===== src/rtl/rtcseq_pkg.sv =====
package rtcseq_pkg;

    localparam int TIME_BYTES = 7;
    localparam int TIME_W     = 8 * TIME_BYTES;
    localparam int PRE_BYTES  = 5;
    localparam int XFER_BYTES = PRE_BYTES + TIME_BYTES;
    localparam int IDX_W      = 4;

    localparam logic [3:0] REG_SEC  = 4'd0;
    localparam logic [3:0] REG_CTL1 = 4'd14;
    localparam logic [3:0] REG_CTL2 = 4'd15;

    localparam int BIT_SEC_BAD  = 7;
    localparam int BIT_OSC_STOP = 4;
    localparam int BIT_LOW_VOLT = 6;
    localparam int BIT_HOUR24   = 5;

    typedef enum logic [2:0] {
        S_BOOT,
        S_IDLE,
        S_LAUNCH,
        S_SHIFT,
        S_GAP,
        S_ABSENT
    } seq_state_t;

    typedef enum logic [2:0] {
        J_PROBE_SEC,
        J_READ_CTL2,
        J_CLEAR_CTL2,
        J_READ_CTL1,
        J_TIME_RD,
        J_TIME_WR,
        J_NONE
    } job_t;

    // Command byte: address in the upper nibble, bit 3 selects single
    // transfer, bit 2 selects read.
    function automatic logic [7:0] mk_cmd(input logic [3:0] addr,
                                          input logic single,
                                          input logic rd);
        return {addr, single, rd, 2'b00};
    endfunction

    function automatic logic [IDX_W-1:0] job_len(input job_t j);
        if (j == J_TIME_RD || j == J_TIME_WR)
            return IDX_W'(XFER_BYTES);
        return IDX_W'(2);
    endfunction

endpackage


===== src/rtl/rtcseq_tx_select.sv =====
module rtcseq_tx_select
    import rtcseq_pkg::*;
(
    input  job_t                   job,
    input  logic [IDX_W-1:0]       idx,
    input  logic [TIME_W-1:0]      wr_time,
    output logic [7:0]             tx_byte
);

    logic [7:0] time_byte;

    always_comb begin
        time_byte = 8'h00;
        for (int k = 0; k < TIME_BYTES; k++) begin
            if (idx == IDX_W'(PRE_BYTES + k))
                time_byte = wr_time[8*(TIME_BYTES-1-k) +: 8];
        end
    end

    always_comb begin
        tx_byte = 8'h00;
        unique case (job)
            J_PROBE_SEC:  if (idx == '0) tx_byte = mk_cmd(REG_SEC,  1'b1, 1'b1);
            J_READ_CTL2:  if (idx == '0) tx_byte = mk_cmd(REG_CTL2, 1'b1, 1'b1);
            J_CLEAR_CTL2: if (idx == '0) tx_byte = mk_cmd(REG_CTL2, 1'b1, 1'b0);
            J_READ_CTL1:  if (idx == '0) tx_byte = mk_cmd(REG_CTL1, 1'b1, 1'b1);
            J_TIME_RD, J_TIME_WR: begin
                if (idx == IDX_W'(0) || idx == IDX_W'(2))
                    tx_byte = mk_cmd(REG_CTL2, 1'b1, 1'b1);
                else if (idx == IDX_W'(PRE_BYTES - 1))
                    tx_byte = mk_cmd(REG_SEC, 1'b0, job == J_TIME_RD);
                else if (idx >= IDX_W'(PRE_BYTES) && job == J_TIME_WR)
                    tx_byte = time_byte;
            end
            default: tx_byte = 8'h00;
        endcase
    end

endmodule


===== src/rtl/rtcseq_byte_shifter.sv =====
module rtcseq_byte_shifter #(
    parameter int DIV_W = 8
) (
    input  logic             clk,
    input  logic             rst_n,
    input  logic [DIV_W-1:0] half_div,
    input  logic             start,
    input  logic [7:0]       tx_byte,
    input  logic             miso,
    output logic             sclk,
    output logic             mosi,
    output logic             done,
    output logic             active,
    output logic [7:0]       rx_byte
);

    logic [DIV_W-1:0] tick;
    logic [2:0]       bit_cnt;
    logic [7:0]       tx_sr;
    logic [7:0]       rx_sr;

    always_ff @(posedge clk or negedge rst_n) begin
        if (!rst_n) begin
            active  <= 1'b0;
            sclk    <= 1'b0;
            mosi    <= 1'b0;
            done    <= 1'b0;
            tick    <= '0;
            bit_cnt <= '0;
            tx_sr   <= '0;
            rx_sr   <= '0;
        end else begin
            done <= 1'b0;
            if (!active) begin
                if (start) begin
                    active  <= 1'b1;
                    tx_sr   <= tx_byte;
                    tick    <= '0;
                    bit_cnt <= '0;
                end
            end else if (tick == half_div) begin
                tick <= '0;
                if (!sclk) begin
                    // leading edge: present the next bit
                    sclk  <= 1'b1;
                    mosi  <= tx_sr[7];
                    tx_sr <= {tx_sr[6:0], 1'b0};
                end else begin
                    // trailing edge: capture the returned bit
                    sclk    <= 1'b0;
                    rx_sr   <= {rx_sr[6:0], miso};
                    bit_cnt <= bit_cnt + 3'd1;
                    if (bit_cnt == 3'd7) begin
                        active <= 1'b0;
                        done   <= 1'b1;
                    end
                end
            end else begin
                tick <= tick + 1'b1;
            end
        end
    end

    assign rx_byte = rx_sr;

    AST_SCLK_IDLE_LOW: assert property (@(posedge clk) disable iff (!rst_n)
        !active |-> !sclk);
    AST_NO_RESTART: assert property (@(posedge clk) disable iff (!rst_n)
        start |-> !active);
    AST_DONE_PULSE: assert property (@(posedge clk) disable iff (!rst_n)
        done |=> !done);

endmodule


===== src/rtl/rtcseq_gap_timer.sv =====
module rtcseq_gap_timer #(
    parameter int GAP_CYC = 620,
    localparam int GAP_W  = $clog2(GAP_CYC + 1)
) (
    input  logic clk,
    input  logic rst_n,
    input  logic load,
    output logic expired
);

    logic [GAP_W-1:0] remain;

    always_ff @(posedge clk or negedge rst_n) begin
        if (!rst_n)
            remain <= '0;
        else if (load)
            remain <= GAP_W'(GAP_CYC);
        else if (remain != '0)
            remain <= remain - 1'b1;
    end

    assign expired = (remain == '0);

    AST_LOAD_BLOCKS: assert property (@(posedge clk) disable iff (!rst_n)
        load |=> !expired);

endmodule


===== src/rtl/rtc_spi_seq.sv =====
module rtc_spi_seq
    import rtcseq_pkg::*;
#(
    parameter int CLK_HZ    = 10_000_000,
    parameter int CS_GAP_US = 62,
    parameter int DIV_W     = 8
) (
    input  logic                clk,
    input  logic                rst_n,
    input  logic [DIV_W-1:0]    sclk_div,
    input  logic                req_valid,
    input  logic                req_write,
    input  logic [55:0]         req_time,
    output logic                req_ack,
    output logic [55:0]         rd_time,
    output logic                busy,
    output logic                probe_done,
    output logic                dev_absent,
    output logic                low_volt_warn,
    output logic                mode_24h,
    output logic                spi_cs,
    output logic                spi_sclk,
    output logic                spi_mosi,
    input  logic                spi_miso
);

    localparam int GAP_CYC = ((CLK_HZ / 1000) * CS_GAP_US + 999) / 1000;
    localparam int GAP_W   = $clog2(GAP_CYC + 1);

    seq_state_t          state, state_n;
    job_t                job, follow;
    logic [IDX_W-1:0]    idx;
    logic [TIME_W-1:0]   wr_latch;
    logic [TIME_W-1:0]   rd_acc;
    logic [7:0]          tx_byte;
    logic [7:0]          rx_byte;
    logic                byte_start, byte_done, byte_active;
    logic                gap_load, gap_expired;
    logic                last_byte;

    assign last_byte  = (idx == job_len(job) - 1'b1);
    assign byte_start = (state == S_LAUNCH);
    assign gap_load   = (state == S_SHIFT) && byte_done && last_byte;
    assign busy       = (state != S_IDLE) && (state != S_ABSENT);

    rtcseq_tx_select u_tx_select (
        .job     (job),
        .idx     (idx),
        .wr_time (wr_latch),
        .tx_byte (tx_byte)
    );

    rtcseq_byte_shifter #(.DIV_W(DIV_W)) u_shifter (
        .clk      (clk),
        .rst_n    (rst_n),
        .half_div (sclk_div),
        .start    (byte_start),
        .tx_byte  (tx_byte),
        .miso     (spi_miso),
        .sclk     (spi_sclk),
        .mosi     (spi_mosi),
        .done     (byte_done),
        .active   (byte_active),
        .rx_byte  (rx_byte)
    );

    rtcseq_gap_timer #(.GAP_CYC(GAP_CYC)) u_gap (
        .clk     (clk),
        .rst_n   (rst_n),
        .load    (gap_load),
        .expired (gap_expired)
    );

    // state register
    always_ff @(posedge clk or negedge rst_n) begin
        if (!rst_n) state <= S_BOOT;
        else        state <= state_n;
    end

    // transitions
    always_comb begin
        state_n = state;
        unique case (state)
            S_BOOT:   state_n = S_LAUNCH;
            S_IDLE:   if (req_valid) state_n = S_LAUNCH;
            S_LAUNCH: state_n = S_SHIFT;
            S_SHIFT: begin
                if (byte_done)
                    state_n = last_byte ? S_GAP : S_LAUNCH;
            end
            S_GAP: begin
                if (gap_expired) begin
                    if (follow != J_NONE) state_n = S_LAUNCH;
                    else if (dev_absent)  state_n = S_ABSENT;
                    else                  state_n = S_IDLE;
                end
            end
            S_ABSENT: state_n = S_ABSENT;
            default:  state_n = S_BOOT;
        endcase
    end

    // outputs and datapath registers
    always_ff @(posedge clk or negedge rst_n) begin
        if (!rst_n) begin
            job           <= J_PROBE_SEC;
            follow        <= J_NONE;
            idx           <= '0;
            wr_latch      <= '0;
            rd_acc        <= '0;
            rd_time       <= '0;
            req_ack       <= 1'b0;
            probe_done    <= 1'b0;
            dev_absent    <= 1'b0;
            low_volt_warn <= 1'b0;
            mode_24h      <= 1'b0;
            spi_cs        <= 1'b0;
        end else begin
            req_ack <= 1'b0;
            unique case (state)
                S_BOOT: begin
                    job <= J_PROBE_SEC;
                    idx <= '0;
                end
                S_IDLE: begin
                    if (req_valid) begin
                        job      <= req_write ? J_TIME_WR : J_TIME_RD;
                        wr_latch <= req_time;
                        idx      <= '0;
                        follow   <= J_NONE;
                    end
                end
                S_LAUNCH: spi_cs <= 1'b1;
                S_SHIFT: begin
                    if (byte_done) begin
                        if (job == J_TIME_RD && idx >= IDX_W'(PRE_BYTES))
                            rd_acc <= {rd_acc[TIME_W-9:0], rx_byte};
                        if (last_byte) begin
                            spi_cs <= 1'b0;
                            unique case (job)
                                J_PROBE_SEC: begin
                                    if (rx_byte[BIT_SEC_BAD]) begin
                                        dev_absent <= 1'b1;
                                        follow     <= J_NONE;
                                    end else begin
                                        follow     <= J_READ_CTL2;
                                    end
                                end
                                J_READ_CTL2: begin
                                    low_volt_warn <= rx_byte[BIT_LOW_VOLT];
                                    if (rx_byte[BIT_LOW_VOLT] || rx_byte[BIT_OSC_STOP])
                                        follow <= J_CLEAR_CTL2;
                                    else
                                        follow <= J_READ_CTL1;
                                end
                                J_CLEAR_CTL2: follow <= J_READ_CTL1;
                                J_READ_CTL1: begin
                                    mode_24h <= rx_byte[BIT_HOUR24];
                                    follow   <= J_NONE;
                                end
                                default: follow <= J_NONE;
                            endcase
                        end else begin
                            idx <= idx + 1'b1;
                        end
                    end
                end
                S_GAP: begin
                    if (gap_expired) begin
                        if (follow != J_NONE) begin
                            job    <= follow;
                            idx    <= '0;
                            follow <= J_NONE;
                        end else begin
                            probe_done <= 1'b1;
                            if (job == J_TIME_RD || job == J_TIME_WR) begin
                                req_ack <= 1'b1;
                                if (job == J_TIME_RD) rd_time <= rd_acc;
                            end
                        end
                    end
                end
                S_ABSENT: spi_cs <= 1'b0;
                default: ;
            endcase
        end
    end

    // chip-select low-time observer for the gap property
    logic [GAP_W-1:0] cs_low_cnt;
    always_ff @(posedge clk or negedge rst_n) begin
        if (!rst_n)                      cs_low_cnt <= GAP_W'(GAP_CYC);
        else if (spi_cs)                 cs_low_cnt <= '0;
        else if (cs_low_cnt != GAP_W'(GAP_CYC)) cs_low_cnt <= cs_low_cnt + 1'b1;
    end

    AST_CS_HELD_IN_SHIFT: assert property (@(posedge clk) disable iff (!rst_n)
        (state == S_SHIFT) |-> spi_cs);
    AST_GAP_MIN: assert property (@(posedge clk) disable iff (!rst_n)
        $rose(spi_cs) |-> (cs_low_cnt == GAP_W'(GAP_CYC)));
    AST_ACK_PULSE: assert property (@(posedge clk) disable iff (!rst_n)
        req_ack |=> !req_ack);
    AST_ACK_NOT_BUSY: assert property (@(posedge clk) disable iff (!rst_n)
        req_ack |-> !busy);
    AST_ABSENT_QUIET: assert property (@(posedge clk) disable iff (!rst_n)
        (dev_absent && probe_done) |-> (!spi_cs && !req_ack));
    AST_MODE_FROZEN: assert property (@(posedge clk) disable iff (!rst_n)
        (probe_done && $past(probe_done)) |-> $stable(mode_24h));
    AST_NO_ACK_BEFORE_PROBE: assert property (@(posedge clk) disable iff (!rst_n)
        req_ack |-> probe_done);

endmodule


===== config.mk =====
export PLATFORM = sky130hd
export DESIGN_NAME = rtc_spi_seq
export DESIGN_NICKNAME = d
export VERILOG_FILES = /design/src/rtl/rtcseq_pkg.sv /design/src/rtl/rtcseq_tx_select.sv /design/src/rtl/rtcseq_byte_shifter.sv /design/src/rtl/rtcseq_gap_timer.sv /design/src/rtl/rtc_spi_seq.sv
export SDC_FILE = /design/constraint.sdc
export NUM_CORES = 1
export LEC_CHECK = 0
export BUFFER_PORTS_ARGS = -buffer_cell sky130_fd_sc_hd__buf_2
export CAP_MARGIN = 20
export CORE_UTILIZATION = 62
export DETAILED_ROUTE_END_ITERATION = 10
export PLACE_DENSITY_LB_ADDON = 0.1
export SETUP_SLACK_MARGIN = 0.15
export SYNTH_ARGS = -nofsm -noshare
export SYNTH_HDL_FRONTEND = slang
export SYNTH_SLANG_ARGS = --single-unit

===== constraint.sdc =====
create_clock -name clk -period 4.5 [get_ports clk]
set_input_delay 0.675 -clock clk [delete_from_list [all_inputs] [get_ports clk]]
set_output_delay 0.675 -clock clk [all_outputs]
set_load 0.01 [all_outputs]

==> flow_metrics.py, run 1 <==
metrics = {
    "critical_path": {
        "max_stage_delay_ns": 0.66,
        "path_cells": "inv_1, ha_1, nand2b_1, a21oi_1, nor4b_2, buf_4, mux2_2",
        "crit-reg2reg-launch": "idx[1]",
        "cp-start-kind": "flip-flop",
        "cp.required_ns": 4.89,
        "arrival_ns": 3.30,
        "cp_max_fo": 56,
        "r2r_slack_ns": 1.60,
        "critical_path_class": "flip-flop to flip-flop",
        "rr_endpoint": "rd_acc[54]",
        "rr_worst_depth": 7,
        "cp_slowest_cell": "buf_4",
        "endpoint_kind": "flip-flop",
    },
    "power": {
        "totalPowerFinal_w": 0.00443,
        "power_density_nw_per_um2": 380,
        "p_leak_nw": 5.88,
        "vdd_ir_drop_max_mv": 0.281,
    },
    "cells_and_area": {
        "fillCellCount": 1124,
        "nNetsFinal": 993,
        "fin_area_um2": 11700,
        "diodes": 0,
        "drive_above_1_share_pct": 35.5,
        "area.growth.synth_to_final_pct": 15.3,
        "multiInputGateArea_um2": 4120,
        "seqCellArea_um2": 5710,
        "final_cell_mix": "226 x dfrtp_1, 141 x mux2_2, 132 x buf_2",
        "layout_commonest_cell": "dfrtp_1",
    },
    "clock_tree": {
        "cts_buffers": 24,
        "cts_sinks": 228,
        "htreeDepth": 1,
        "insertion_delay_ns": 0.52,
        "cts_buffer_depth": 3,
        "ctsResizeCount": 0,
        "post_cts_buffers": 0,
        "hold_buffers": 0,
        "cts_tree": "yes",
        "cts-root-buf": "clkbuf_16",
        "clkSlewWorstSetupHoldPaths_ns": 0.06,
    },
    "drt": {
        "wire_per_inst_um": 18.1,
        "drtIter0Drc": 318,
        "vias_per_cell": 5.87,
        "totalWireLength_mm": 20.7,
        "detail-route-antenna-nets": 0,
        "drc": 0,
        "vias": 6739,
        "drtPass1Iterations": 5,
    },
    "min_path": {
        "hp-class": "input pin to asynchronous set/reset pin",
    },
    "placed_design": {
        "place_area_um2": 10900,
        "place.port_buffers": 133,
        "dp_slack_ns": 1.59,
        "place_congestion": 0.839,
        "hpwl_mm": 13.9,
    },
    "sta": {
        "timing.setup.tns_ns": 0,
        "hold_viol": 0,
        "setup_viol_count_final": 0,
        "slew_headroom_pct": 36.5,
        "timing.fmax_mhz": 345,
        "min_period_ns": 2.90,
        "slew_violations": 0,
        "tightestPinTransition_ns": 0.951,
        "rsz0062_at_grt": "no",
        "fin_crit_sh_pct": 64.5,
        "worst_slack_ns": 1.60,
        "clock_skew_ns": 0.0110,
    },
    "synthesis": {
        "ys_ff_latch": 228,
        "yosys_warnings": 0,
        "synth-seq-area-share_pct": 56.5,
        "synth_nets": 877,
        "syn_area_um2": 10100,
        "postSynthCellCount": 800,
        "synth_area_per_cell_um2": 12.6,
        "synth_edf_count": 0,
        "synthDistinctLibCells": 71,
        "synthArstFlopShare_pct": 100,
        "synth_flop_cell": "dfrtp_1",
    },
    "die": {
        "core_area_um2": 15900,
        "start_util_pct": 63.6,
        "fp.dieH_um": 130,
        "row_count": 46,
        "pin_count": 134,
        "die_w_um": 130,
        "dieArea_um2": 16800,
    },
    "global_routing": {
        "grt_overflow": 0,
        "grt_max_degree": 109,
        "grt_usage_pct": 25.8,
        "grt_antenna_before_repair": 0,
        "grt_pass1_wl_mm": 34.2,
        "grt_pass1_vias": 6779,
    },
    "run": {
        "max_cap_viol_count": 0,
    },
    "run_status": {
        "outcome": "finished clean",
    },
}
-- Yosys cell counts (6+ instances only) --
master     instances  share of area, %
a211o_1            7              0.61
dfrtp_1          226                56
buf_2             10              0.50
ha_1               8              0.99
nand2_1           41               1.5
mux2_1            41               4.6
xor2_1            11              0.95
inv_1             15              0.56
o2bb2ai_1          6              0.52
nor2_1            36               1.3
nor2b_1            8              0.50
nand3_1           22               1.1
o21ai_0           28               1.4
o211ai_1           7              0.52
clkbuf_1          24              0.89
o2111ai_1          6              0.52
a21oi_1           40               2.0
nor3_1             7              0.35
and3_1             7              0.43
nand2b_1          11              0.68
mux2_2           141                16
-- power by group --
part           internal [W]  total, W  leakage, nW  switching (W)
logic              0.000141  0.000284         2.45       0.000143
clock network       0.00114   0.00191        0.379       0.000773
registers           0.00215   0.00223         3.05      0.0000866
-- kinds of logic (layout without fill, tap and decap cells) --
family / after synthesis / count (layout) / synth area share, %
buffers and inverters: 63 / 195 / 2.96
AND/OR/NAND/NOR: 169 / 169 / 9.10
XOR/XNOR: 16 / 16 / 1.39
flip-flops: 228 / 228 / 56.5
AO/OA/AOI/OAI: 131 / 131 / 8.47
multiplexers: 185 / 185 / 20.6
adder cells (fa/ha/maj): 8 / 8 / 0.991
-- layout make-up --
type                            instances  share of cell area (%)
Inverter                               15                   0.483
Tap cell                              216                    2.32
Clock inverter                          6                   0.591
Timing Repair Buffer                  138                    6.23
Sequential cell                       228                    49.0
Multi-Input combinational cell        509                    35.3
Clock buffer                           36                    6.06
-- per-layer routing --
| layer | vias up | track usage (%) | wire length [um] |
|---|---|---|---|
| met5 | - | 0 | 0 |
| met3 | 34 | 4.13 | 1100 |
| li1 | 3124 | - | - |
| met4 | 0 | 6.77 | 339 |
| met2 | 199 | 41.2 | 9850 |
| met1 | 3382 | 37.0 | 9460 |
-- registers in the layout, summed over array words and instances, names as in the netlist, 3 cells and up --
name,cells
state,3
rd_time,56
job,3
idx,4
wr_latch,56
u_shifter.tx_sr,8
u_shifter.rx_byte,8
u_gap.remain,10
follow,3
u_shifter.tick,8
rd_acc,56
u_shifter.bit_cnt,3
-- worst max path at each step --
stage / startpoint / endpoint / slack [ns] / cells after the start
6_report: idx[1] / rd_acc[54] / 1.60 / 7
5_1_grt: idx[1] / rd_acc[5] / 1.36 / 7
4_1_cts: idx[1] / rd_acc[14] / 1.60 / 7
3_5_place_dp: sclk_div[1] / u_shifter.tx_sr[3] / 1.59 / 6
3_3_place_gp: idx[1] / rd_acc[1] / 1.68 / 7
2_1_floorplan: sclk_div[7] / u_shifter.tx_sr[3] / 2.27 / 5
-- metrics by stage --
step	hold slack (ns)	std cells	util, %
floorplan	0.379	800	-
global placement	0.462	1106	68.5
detailed placement	0.469	1106	68.5
CTS	0.257	1148	73.4
global route	0.267	1148	73.4
finish	0.206	1148	73.4
-- worst max-delay path, delay by kind of cell, from the launching register on --
kind            cells  cell delay, ns
compound gates      1            0.08
buf+inv             2            0.77
simple gates        2            0.46
fa+ha+maj           1            0.56
mux                 1            0.42
flops               1            0.45
(Power assumes the default switching activity.)
==> inputs of run 2 (changes only) <==
--- a/config.mk
+++ b/config.mk
@@ -7,7 +7,7 @@
 export LEC_CHECK = 0
 export BUFFER_PORTS_ARGS = -buffer_cell sky130_fd_sc_hd__buf_2
 export CAP_MARGIN = 20
-export CORE_UTILIZATION = 62
+export CORE_UTILIZATION = 52
 export DETAILED_ROUTE_END_ITERATION = 10
 export PLACE_DENSITY_LB_ADDON = 0.1
 export SETUP_SLACK_MARGIN = 0.15
==> constraint.sdc (replaced) <==
create_clock -name clk -period 2.5 [get_ports clk]
set_input_delay 0.375 -clock clk [delete_from_list [all_inputs] [get_ports clk]]
set_output_delay 0.375 -clock clk [all_outputs]
set_load 0.01 [all_outputs]
==> flow_metrics.py, run 2 (synthesis gave the netlist of run 1 again) <==
metrics = {
    "critical_path": {
        "cp_max_fo": 14,
        "cp-start-kind": "flip-flop",
        "arrival_ns": 2.68,
        "endpoint_kind": "flip-flop",
        "rr_endpoint": "rd_acc[23]",
        "rr_worst_depth": 9,
        "r2r_slack_ns": 0.21,
        "crit-reg2reg-launch": "idx[1]",
        "critical_path_class": "flip-flop to flip-flop",
        "cp.required_ns": 2.89,
    },
    "die": {
        "core_area_um2": 18900,
        "pin_count": 134,
        "dieArea_um2": 20000,
        "fp.dieH_um": 141,
        "row_count": 50,
        "start_util_pct": 53.5,
        "die_w_um": 141,
    },
    "drt": {
        "vias": 6903,
        "drtPass1Iterations": 4,
        "detail-route-antenna-nets": 0,
        "drtIter0Drc": 281,
        "totalWireLength_mm": 22.6,
        "vias_per_cell": 5.58,
        "drc": 0,
        "wire_per_inst_um": 18.3,
    },
    "clock_tree": {
        "htreeDepth": 1,
        "insertion_delay_ns": 0.51,
        "cts_sinks": 228,
        "cts_tree": "yes",
        "clkSlewWorstSetupHoldPaths_ns": 0.06,
        "cts-root-buf": "clkbuf_16",
        "cts_buffer_depth": 3,
        "cts_buffers": 24,
    },
    "sta": {
        "tightestPinTransition_ns": 0.836,
        "slew_headroom_pct": 44.2,
        "slew_violations": 0,
        "clock_skew_ns": 0.00896,
        "fin_crit_sh_pct": 91.6,
        "timing.fmax_mhz": 437,
        "setup_viol_count_final": 0,
        "worst_slack_ns": 0.210,
        "hold_slack_ns": 0.0699,
        "timing.setup.tns_ns": 0,
        "rsz0062_at_grt": "yes",
        "min_period_ns": 2.29,
        "hold_viol": 0,
    },
    "min_path": {
        "hold_depth": 3,
        "hold_path.startpoint": "req_time[17]",
        "whs_endpoint": "wr_latch[17]",
        "hp-class": "input pin to flip-flop",
    },
    "cells_and_area": {
        "fin_area_um2": 12200,
        "top_regs": "rd_acc (56), rd_time (56), wr_latch (56)",
        "diodes": 0,
        "area.growth.synth_to_final_pct": 20.8,
        "layout_commonest_cell": "dfrtp_1",
        "final_cell_mix": "222 x dfrtp_1, 141 x mux2_2, 133 x buf_2",
        "nNetsFinal": 1039,
        "drive_above_1_share_pct": 39.3,
    },
    "run": {
        "max_cap_viol_count": 0,
    },
    "placed_design": {
        "hpwl_mm": 15.1,
        "place_congestion": 0.867,
        "place.port_buffers": 133,
        "dp_slack_ns": 0.157,
        "place_area_um2": 11200,
    },
    "power": {
        "power_density_nw_per_um2": 672,
        "vdd_ir_drop_max_mv": 0.486,
        "p_leak_nw": 6.15,
    },
    "global_routing": {
        "grt_usage_pct": 23.3,
        "grt_pass1_vias": 7270,
        "grt_antenna_before_repair": 0,
        "grt_overflow": 0,
        "grt_max_degree": 78,
        "grt_pass1_wl_mm": 37.6,
    },
    "run_status": {
        "outcome": "finished clean",
    },
}
## run 2: changes by cell type in the layout (fill, tap and decap cells not counted), moves of 2 or more
| cell | delta |
|---|---|
| dfrtp_2 | +4 |
| dfrtp_1 | -4 |
| buf_4 | +35 |
| buf_6 | +4 |
| buf_12 | +2 |
| bufinv_16 | +2 |
## run 2: cell type report
cell class              count  area, um2
multi-input cells         509       4140
clock buffers              34        688
well taps                 260        325
flip-flops and latches    228       5710
fillers                  1504       6690
inverters                  15       56.3
repair buffers            184       1160
clock inverters             8        126
## run 2: report_power, final
group,internal [W],leakage [nW],switching [W]
Sequential,0.00386,3.04,0.000158
Clock,0.00222,0.403,0.00142
Combinational,0.000273,2.70,0.000264
Total,0.00636,6.15,0.00185
## run 2: layer usage
| metal | vias up | global-route usage, % | wire (um) |
|---|---|---|---|
| met1 | 3512 | 33.4 | 10500 |
| met5 | - | 0 | 0 |
| met4 | 0 | 5.32 | 342 |
| li1 | 3205 | - | - |
| met3 | 28 | 3.31 | 1040 |
| met2 | 158 | 37.8 | 10700 |
## run 2: per-stage QoR
step | total power (W) | cells | util, %
floorplan | 0.00435 | 800 | -
global placement | 0.00459 | 1180 | 59.3
detailed placement | 0.00462 | 1180 | 59.3
CTS | 0.00828 | 1226 | 64.0
global route | 0.00853 | 1238 | 64.6
finish | 0.00820 | 1238 | 64.6
## run 2: worst max-delay path by stage
| stage | start | end | cells past startpoint |
|---|---|---|---|
| after floorplan | idx[1] | rd_acc[16] | 9 |
| after global placement | idx[1] | rd_acc[1] | 8 |
| after detailed placement | idx[1] | rd_acc[18] | 8 |
| after CTS | state[2] | rd_time[29] | 6 |
| after global routing | idx[1] | rd_acc[23] | 9 |
| final | idx[1] | rd_acc[23] | 9 |
## run 2: timing repair
action	4_1_cts	5_1_grt
hold buffers	1	0
setup endpoints to repair	11	118
gates resized for setup	3	9
gates cloned	2	2
setup buffers	1	10
pin swaps	1	3
hold endpoints to repair	70	0
## run 2: worst max-delay path: stages (launching register included)
cell and delay, ns:
dfrtp_2 0.43, inv_1 0.08, ha_1 0.16, buf_6 0.14, nand2b_1 0.11, a21oi_1 0.12
nor4b_4 0.27, buf_4 0.20, bufbuf_16 0.31, mux2_2 0.35
